`src/rtl/alu16_pkg.sv`:
```
package alu16_pkg;
  localparam int FN_W   = 4;
  localparam int FLAG_W = 4;

  typedef enum logic [FN_W-1:0] {
    FN_MOV   = 4'd0,
    FN_ADD   = 4'd1,
    FN_SUB   = 4'd2,
    FN_ADC   = 4'd3,
    FN_SBC   = 4'd4,
    FN_CMP   = 4'd5,
    FN_OR    = 4'd6,
    FN_AND   = 4'd7,
    FN_XOR   = 4'd8,
    FN_SHL   = 4'd9,
    FN_LSR   = 4'd10,
    FN_ASR   = 4'd11,
    FN_MOV2  = 4'd12,
    FN_TST   = 4'd13,
    FN_NOP14 = 4'd14,
    FN_NOP15 = 4'd15
  } alu_fn_e;

  // flag word, bit 3 down to bit 0: N Z C V
  typedef struct packed {
    logic n;
    logic z;
    logic c;
    logic v;
  } nzcv_t;
endpackage

```
`src/rtl/alu16_src_sel.sv`:
```
module alu16_src_sel #(
  parameter int DATA_W = 16,
  parameter int IMM_W  = 8
) (
  input  logic              use_imm_i,
  input  logic [DATA_W-1:0] reg_i,
  input  logic [IMM_W-1:0]  imm_i,
  output logic [DATA_W-1:0] src_o
);
  localparam int PAD_W = DATA_W - IMM_W;

  logic [DATA_W-1:0] imm_wide;

  generate
    if (PAD_W > 0) begin : g_zext
      assign imm_wide = {{PAD_W{1'b0}}, imm_i};
    end else begin : g_trunc
      assign imm_wide = imm_i[DATA_W-1:0];
    end
  endgenerate

  assign src_o = use_imm_i ? imm_wide : reg_i;
endmodule

```
`src/rtl/alu16_core.sv`:
```
module alu16_core
  import alu16_pkg::*;
#(
  parameter int DATA_W = 16
) (
  input  logic [FN_W-1:0]   fn_i,
  input  logic [DATA_W-1:0] dst_i,
  input  logic [DATA_W-1:0] src_i,
  input  nzcv_t             flags_i,
  output logic [DATA_W-1:0] result_o,
  output logic              wr_o,
  output logic              upd_o,
  output nzcv_t             flags_nxt_o,
  output logic              cls_arith_o,
  output logic              cls_logic_o,
  output logic              cls_shift_o
);
  localparam int MSB = DATA_W - 1;

  // carry-propagating adder: a + b + ci, with the carry out on top
  function automatic logic [DATA_W:0] add_ci(input logic [DATA_W-1:0] a,
                                             input logic [DATA_W-1:0] b,
                                             input logic ci);
    return {1'b0, a} + {1'b0, b} + {{DATA_W{1'b0}}, ci};
  endfunction

  // overflow when both addends agree in sign and the sum differs
  function automatic logic ovf(input logic a_s, input logic b_s, input logic r_s);
    return (a_s == b_s) && (r_s != a_s);
  endfunction

  alu_fn_e           fn;
  logic              neg_b;
  logic              cin;
  logic [DATA_W-1:0] b_op;
  logic [DATA_W:0]   sum;
  logic [DATA_W-1:0] flag_val;

  assign fn = alu_fn_e'(fn_i);

  always_comb begin
    neg_b = (fn == FN_SUB) || (fn == FN_SBC) || (fn == FN_CMP);
    unique case (fn)
      FN_ADD:                cin = 1'b0;
      FN_SUB, FN_CMP:        cin = 1'b1;
      FN_ADC, FN_SBC:        cin = flags_i.c;
      default:               cin = 1'b0;
    endcase
    b_op = neg_b ? ~src_i : src_i;
    sum  = add_ci(dst_i, b_op, cin);
  end

  always_comb begin
    cls_arith_o = 1'b0;
    cls_logic_o = 1'b0;
    cls_shift_o = 1'b0;
    result_o    = dst_i;
    flag_val    = dst_i;
    wr_o        = 1'b1;
    upd_o       = 1'b1;
    flags_nxt_o = flags_i;
    unique case (fn)
      FN_MOV, FN_MOV2: begin
        result_o = src_i;
        upd_o    = 1'b0;
      end
      FN_ADD, FN_SUB, FN_ADC, FN_SBC, FN_CMP: begin
        cls_arith_o   = 1'b1;
        result_o      = sum[MSB:0];
        flag_val      = sum[MSB:0];
        wr_o          = (fn != FN_CMP);
        flags_nxt_o.c = sum[DATA_W];
        flags_nxt_o.v = ovf(dst_i[MSB], b_op[MSB], sum[MSB]);
      end
      FN_OR: begin
        cls_logic_o = 1'b1;
        result_o    = dst_i | src_i;
        flag_val    = result_o;
      end
      FN_AND, FN_TST: begin
        cls_logic_o = 1'b1;
        result_o    = dst_i & src_i;
        flag_val    = result_o;
        wr_o        = (fn != FN_TST);
      end
      FN_XOR: begin
        cls_logic_o = 1'b1;
        result_o    = dst_i ^ src_i;
        flag_val    = result_o;
      end
      FN_SHL: begin
        cls_shift_o   = 1'b1;
        result_o      = {dst_i[MSB-1:0], 1'b0};
        flag_val      = result_o;
        flags_nxt_o.c = dst_i[MSB];
      end
      FN_LSR: begin
        cls_shift_o   = 1'b1;
        result_o      = {1'b0, dst_i[MSB:1]};
        flag_val      = result_o;
        flags_nxt_o.c = dst_i[0];
      end
      FN_ASR: begin
        cls_shift_o   = 1'b1;
        result_o      = {dst_i[MSB], dst_i[MSB:1]};
        flag_val      = result_o;
        flags_nxt_o.c = dst_i[0];
      end
      default: begin
        wr_o  = 1'b0;
        upd_o = 1'b0;
      end
    endcase
    if (upd_o) begin
      flags_nxt_o.n = flag_val[MSB];
      flags_nxt_o.z = (flag_val == '0);
    end
  end
endmodule

```
`src/rtl/alu16_flag_reg.sv`:
```
module alu16_flag_reg
  import alu16_pkg::*;
(
  input  logic  clk,
  input  logic  rst_n,
  input  logic  load_i,
  input  nzcv_t d_i,
  output nzcv_t q_o
);
  always_ff @(posedge clk or negedge rst_n) begin
    if (!rst_n)      q_o <= '0;
    else if (load_i) q_o <= d_i;
  end
endmodule

```
`src/rtl/alu16_flags.sv`:
```
module alu16_flags
  import alu16_pkg::*;
#(
  parameter int DATA_W = 16,
  parameter int IMM_W  = 8
) (
  input  logic              clk,
  input  logic              rst_n,
  input  logic              valid_i,
  input  logic [3:0]        fn_i,
  input  logic              use_imm_i,
  input  logic [DATA_W-1:0] dst_i,
  input  logic [DATA_W-1:0] src_reg_i,
  input  logic [IMM_W-1:0]  imm_i,
  output logic [DATA_W-1:0] result_o,
  output logic              wr_en_o,
  output logic [3:0]        flags_nxt_o,
  output logic [3:0]        flags_o
);
  logic [DATA_W-1:0] src_op;
  logic              core_wr;
  logic              core_upd;
  logic              flag_load;
  logic              cls_arith;
  logic              cls_logic;
  logic              cls_shift;
  nzcv_t             flags_q;
  nzcv_t             flags_d;

  alu16_src_sel #(.DATA_W(DATA_W), .IMM_W(IMM_W)) u_src (
    .use_imm_i (use_imm_i),
    .reg_i     (src_reg_i),
    .imm_i     (imm_i),
    .src_o     (src_op)
  );

  alu16_core #(.DATA_W(DATA_W)) u_core (
    .fn_i        (fn_i),
    .dst_i       (dst_i),
    .src_i       (src_op),
    .flags_i     (flags_q),
    .result_o    (result_o),
    .wr_o        (core_wr),
    .upd_o       (core_upd),
    .flags_nxt_o (flags_d),
    .cls_arith_o (cls_arith),
    .cls_logic_o (cls_logic),
    .cls_shift_o (cls_shift)
  );

  assign flag_load = valid_i & core_upd;

  alu16_flag_reg u_flags (
    .clk    (clk),
    .rst_n  (rst_n),
    .load_i (flag_load),
    .d_i    (flags_d),
    .q_o    (flags_q)
  );

  assign wr_en_o     = valid_i & core_wr;
  assign flags_nxt_o = flags_d;
  assign flags_o     = flags_q;
endmodule

```
`config.mk`:
```
export PLATFORM = sky130hd
export DESIGN_NAME = alu16_flags
export DESIGN_NICKNAME = d
export VERILOG_FILES = /design/src/rtl/alu16_pkg.sv /design/src/rtl/alu16_src_sel.sv /design/src/rtl/alu16_core.sv /design/src/rtl/alu16_flag_reg.sv /design/src/rtl/alu16_flags.sv
export SDC_FILE = /design/constraint.sdc
export NUM_CORES = 1
export LEC_CHECK = 0
export ABC_AREA = 1
export BUFFER_PORTS_ARGS = -buffer_cell sky130_fd_sc_hd__clkbuf_2
export CORE_MARGIN = 1
export CORE_UTILIZATION = 56
export DETAILED_ROUTE_END_ITERATION = 10
export PLACE_DENSITY = 0.85
export REMOVE_ABC_BUFFERS = 1
export SYNTH_ARGS = -nofsm -noshare
export SYNTH_HDL_FRONTEND = slang
export SYNTH_SLANG_ARGS = --single-unit
```
`constraint.sdc`:
```
create_clock -name clk -period 3.96 [get_ports clk]
set_input_delay 0.198 -clock clk [delete_from_list [all_inputs] [get_ports clk]]
set_output_delay 0.198 -clock clk [all_outputs]
set_load 0.01 [all_outputs]
```
==> flow_metrics.env <==
export IMPL_floorplan_rows=26
export IMPL_final_cell_area_um2=3510
export IMPL_final_setup_worst_slack_ps=475
export IMPL_tightestPinTransition_ps=912
export IMPL_worst_setup_path_end_kind="output port"
export IMPL_final_antenna_net_count=0
export IMPL_crit_path_cell_trace="clkbuf_2 -> clkinv_1 -> or2_2 -> o21ai_0 -> xnor2_1 -> fa_1 -> inv_1 -> fa_1 -> inv_1 -> nand3_1 -> nand3_1 -> xnor2_1 -> nor2_1 -> nor2_1 -> nand2_1 -> nor2_1 -> nand3_1 -> nor2_1 -> nand2_1 -> nand2_1 -> clkbuf_2"
export IMPL_rsz_0062_raised_after_global_routing="false"
export IMPL_synth_area_leader_cell="sky130_fd_sc_hd__ha_1"
export IMPL_number_of_synthesized_flops_with_an_enable_pin=0
export IMPL_sequential_element_share_of_the_synthesized_area_pct=3.29
export IMPL_whs_ps=344
export IMPL_design_portCount=73
export IMPL_dominantRegCellSynth="sky130_fd_sc_hd__dfrtp_1"
export IMPL_cts_root_buffer_cell="sky130_fd_sc_hd__clkbuf_8"
export IMPL_ctsResizeCount=0
export IMPL_timing_final_setup_violations=0
export IMPL_initialDrtViolationCount=282
export IMPL_slew_headroom_pct=39.2
export IMPL_timing_critical_path_buf_inv=5
export IMPL_insertedDiodeCount=0
export IMPL_finalHoldViolations=0
export IMPL_layout_filler_cells=507
export IMPL_initial_utilization_pct=58.9
export IMPL_required_ps=3760
export IMPL_outcome="finished, final reports clean"
export IMPL_grt_pass1_wl_um=14800
export IMPL_avgRoutedWirePerCell_um=14.2
export IMPL_detail_route_vias_per_cell=5.61
export IMPL_synth_warnings=0
export IMPL_placed_cell_area_um2=3460
export IMPL_regToRegSetupSlack_ps=1070
export IMPL_worst_skew_pair_late_latency_ps=210
export IMPL_global_route_total_usage_across_every_layer_pct=33.4
export IMPL_buffer_levels_on_the_longest_clock_path=2
export IMPL_power_per_unit_of_standard_cell_area_nw_per_um2=209
export IMPL_buffer_ports_inserted=72
export IMPL_drt_first_pass_iters=6
export IMPL_most_frequent_cells_after_synthesis="sky130_fd_sc_hd__nand2_1 (154), sky130_fd_sc_hd__inv_1 (107), sky130_fd_sc_hd__nor2_1 (48), sky130_fd_sc_hd__ha_1 (47), sky130_fd_sc_hd__o21ai_0 (36)"
export IMPL_finalSetupTns_ps=0
export IMPL_total_overflow_reported_by_the_global_router=0
export IMPL_die_h_um=75.7
export IMPL_post_synth_main_area_contributors="sky130_fd_sc_hd__ha_1 (19%), sky130_fd_sc_hd__nand2_1 (19%), sky130_fd_sc_hd__inv_1 (13%), sky130_fd_sc_hd__o21ai_0 (5.9%), sky130_fd_sc_hd__nor2_1 (5.9%)"
export IMPL_synth_area_per_cell_um2=5.49
export IMPL_worst_setup_path_start_kind="primary input"
export IMPL_reg2reg_to="u_flags.q_o[2]$_DFFE_PN0P_"
export IMPL_clock_sinks=4
export IMPL_synth_top_area_share_pct=19.3
export IMPL_cts_made_buffers=3
export IMPL_number_of_global_route_vias_before_repair=3481
export IMPL_weighted_congestion_reported_at_the_end_of_routability_driven_placement=0.938
export IMPL_synth_seq_cells=4
export IMPL_tightest_hold_check_type="primary input to asynchronous set/reset pin"
export IMPL_total_power_mw=0.733
export IMPL_tritoncts="done"
export IMPL_synth_area_um2=3040
export IMPL_drv_max_cap_violation_count=0
export IMPL_worst_path_most_repeated_cell="sky130_fd_sc_hd__nor2_1"
export IMPL_num_vias=3882
export IMPL_area_growth_syn_to_layout_pct=15.3
export IMPL_critical_path_slowest_cell="sky130_fd_sc_hd__fa_1"
export IMPL_critical_path_max_fanout=16
export IMPL_finClkSkew_ps=0.425
export IMPL_arrival_ps=3290
export IMPL_final_seq_area_um2=100
export IMPL_layout_nets=721
export IMPL_route_final_wire_length_um=9850
export IMPL_netlist_instances=554
export IMPL_largest_register="u_flags.q_o"
export IMPL_cpLargestDelayFamily="simple AND/OR/NAND/NOR gates"
export IMPL_multi_input_area_um2=2460
export IMPL_ir_worst_vdd_uv=215
export IMPL_reg_largest_list="u_flags.q_o x4"
export IMPL_total_count_of_max_transition_violations_in_the_final_report=0
export IMPL_timing_reg2reg_worst_path_depth=16
export IMPL_drc_errors=0
export IMPL_h_tree_depth=1
export IMPL_period_needed_ps=3490
export IMPL_async_reset_ff_share_pct=100
export IMPL_coreArea_um2=5170
export IMPL_layout_worst_path_cycle_share_pct=88.0
export IMPL_dp_slack_ps=539
export IMPL_largest_register_ff_count=4
export IMPL_static_leakage_power_nw=2.19
export IMPL_final_hpwl_from_detailed_placement_um=7620
export IMPL_fp_dieArea_um2=5740
export IMPL_cp_class="primary input to output port"
export IMPL_die_width_um=75.7
export IMPL_share_of_layout_cells_above_drive_strength_1_pct=14.8
export IMPL_worst_path_largest_cell_delay_ps=430
export IMPL_grt_max_degree=23
export IMPL_top_count_cell_post_synth="sky130_fd_sc_hd__nand2_1"
export IMPL_cts_clk_slew_worst_paths_ps=30
export IMPL_maxClockFrequency_ghz=0.287
export IMPL_antenna_violations_before_repair=0
export IMPL_synth_lib_cells_used_distinct=41
export IMPL_critical_path_reg2reg_startpoint="u_flags.q_o[1]$_DFFE_PN0P_"
-- stage by stage --
step	instances	utilization, %
final	692	67.9
after global placement	688	66.9
after global routing	692	67.9
after CTS	692	67.9
after detailed placement	688	66.9
after floorplan	542	-
-- area by class of cell --
type	count	area share [%]
repair buffers	77	11.4
clock buffers	3	1.18
well taps	70	2.49
multi-input cells	427	70.2
inverters	111	11.9
flip-flops and latches	4	2.85
-- placed cells by master, fill, tap and decap left out, types with 2 or more instances in the layout --
cell / count
sky130_fd_sc_hd__nor2_1: 48
sky130_fd_sc_hd__o21ai_2: 3
sky130_fd_sc_hd__nor3_1: 4
sky130_fd_sc_hd__clkbuf_2: 72
sky130_fd_sc_hd__a21oi_1: 21
sky130_fd_sc_hd__clkbuf_8: 3
sky130_fd_sc_hd__fa_1: 2
sky130_fd_sc_hd__dfrtp_1: 4
sky130_fd_sc_hd__a211oi_1: 4
sky130_fd_sc_hd__nand2_1: 154
sky130_fd_sc_hd__nand4_1: 6
sky130_fd_sc_hd__ha_1: 47
sky130_fd_sc_hd__xor2_1: 17
sky130_fd_sc_hd__clkinv_1: 2
sky130_fd_sc_hd__nand3_1: 32
sky130_fd_sc_hd__o21ai_1: 5
sky130_fd_sc_hd__o22ai_1: 19
sky130_fd_sc_hd__buf_4: 4
sky130_fd_sc_hd__o2111ai_1: 2
sky130_fd_sc_hd__a2bb2oi_1: 2
sky130_fd_sc_hd__nor3b_1: 3
sky130_fd_sc_hd__xnor2_1: 3
sky130_fd_sc_hd__or2_2: 4
sky130_fd_sc_hd__inv_2: 2
sky130_fd_sc_hd__a22oi_1: 2
sky130_fd_sc_hd__inv_1: 107
sky130_fd_sc_hd__o21ai_0: 36
-- cell families (layout without fill, tap and decap cells) --
group / after synthesis / count (layout) / share of synthesized area, %
XOR/XNOR: 20 / 20 / 5.75
AND/OR/NAND/NOR: 258 / 258 / 35.3
AO/OA/AOI/OAI: 99 / 99 / 18.8
buffers and inverters: 123 / 191 / 15.9
flip-flops: 4 / 4 / 3.29
multiplexers: 1 / 1 / 0.370
adder cells (fa/ha/maj): 49 / 49 / 20.6
-- worst max path at each step --
stage / from / endpoint / slack [ps] / cells after the start
2_1_floorplan: fn_i[3] / flags_nxt_o[2] / 480 / 20
3_3_place_gp: use_imm_i / flags_nxt_o[2] / 680 / 21
3_5_place_dp: use_imm_i / flags_nxt_o[2] / 540 / 21
4_1_cts: use_imm_i / flags_nxt_o[2] / 530 / 21
5_1_grt: use_imm_i / flags_nxt_o[2] / 170 / 22
6_report: use_imm_i / flags_nxt_o[2] / 470 / 21
-- metal layers --
| metal | up-vias | share of wire [%] | global-route usage [%] |
|---|---|---|---|
| met5 | - | 0 | 0 |
| met4 | 0 | 3.1 | 12.3 |
| met3 | 34 | 6.9 | 3.31 |
| met2 | 206 | 49 | 63.8 |
| met1 | 1730 | 41 | 38.0 |
| li1 | 1912 | - | - |
-- what timing repair did --
action	4_1_cts	5_1_grt
hold endpoints to repair	4	0
setup buffers	0	0
endpoints found under the setup margin	0	0
hold buffers	1	0
-- report_power, final --
group | internal, mW | switching [mW]
combinational | 0.218 | 0.371
clock | 0.0648 | 0.0205
sequential | 0.0498 | 0.00935
Note: power is estimated with default switching activity, not from simulation.
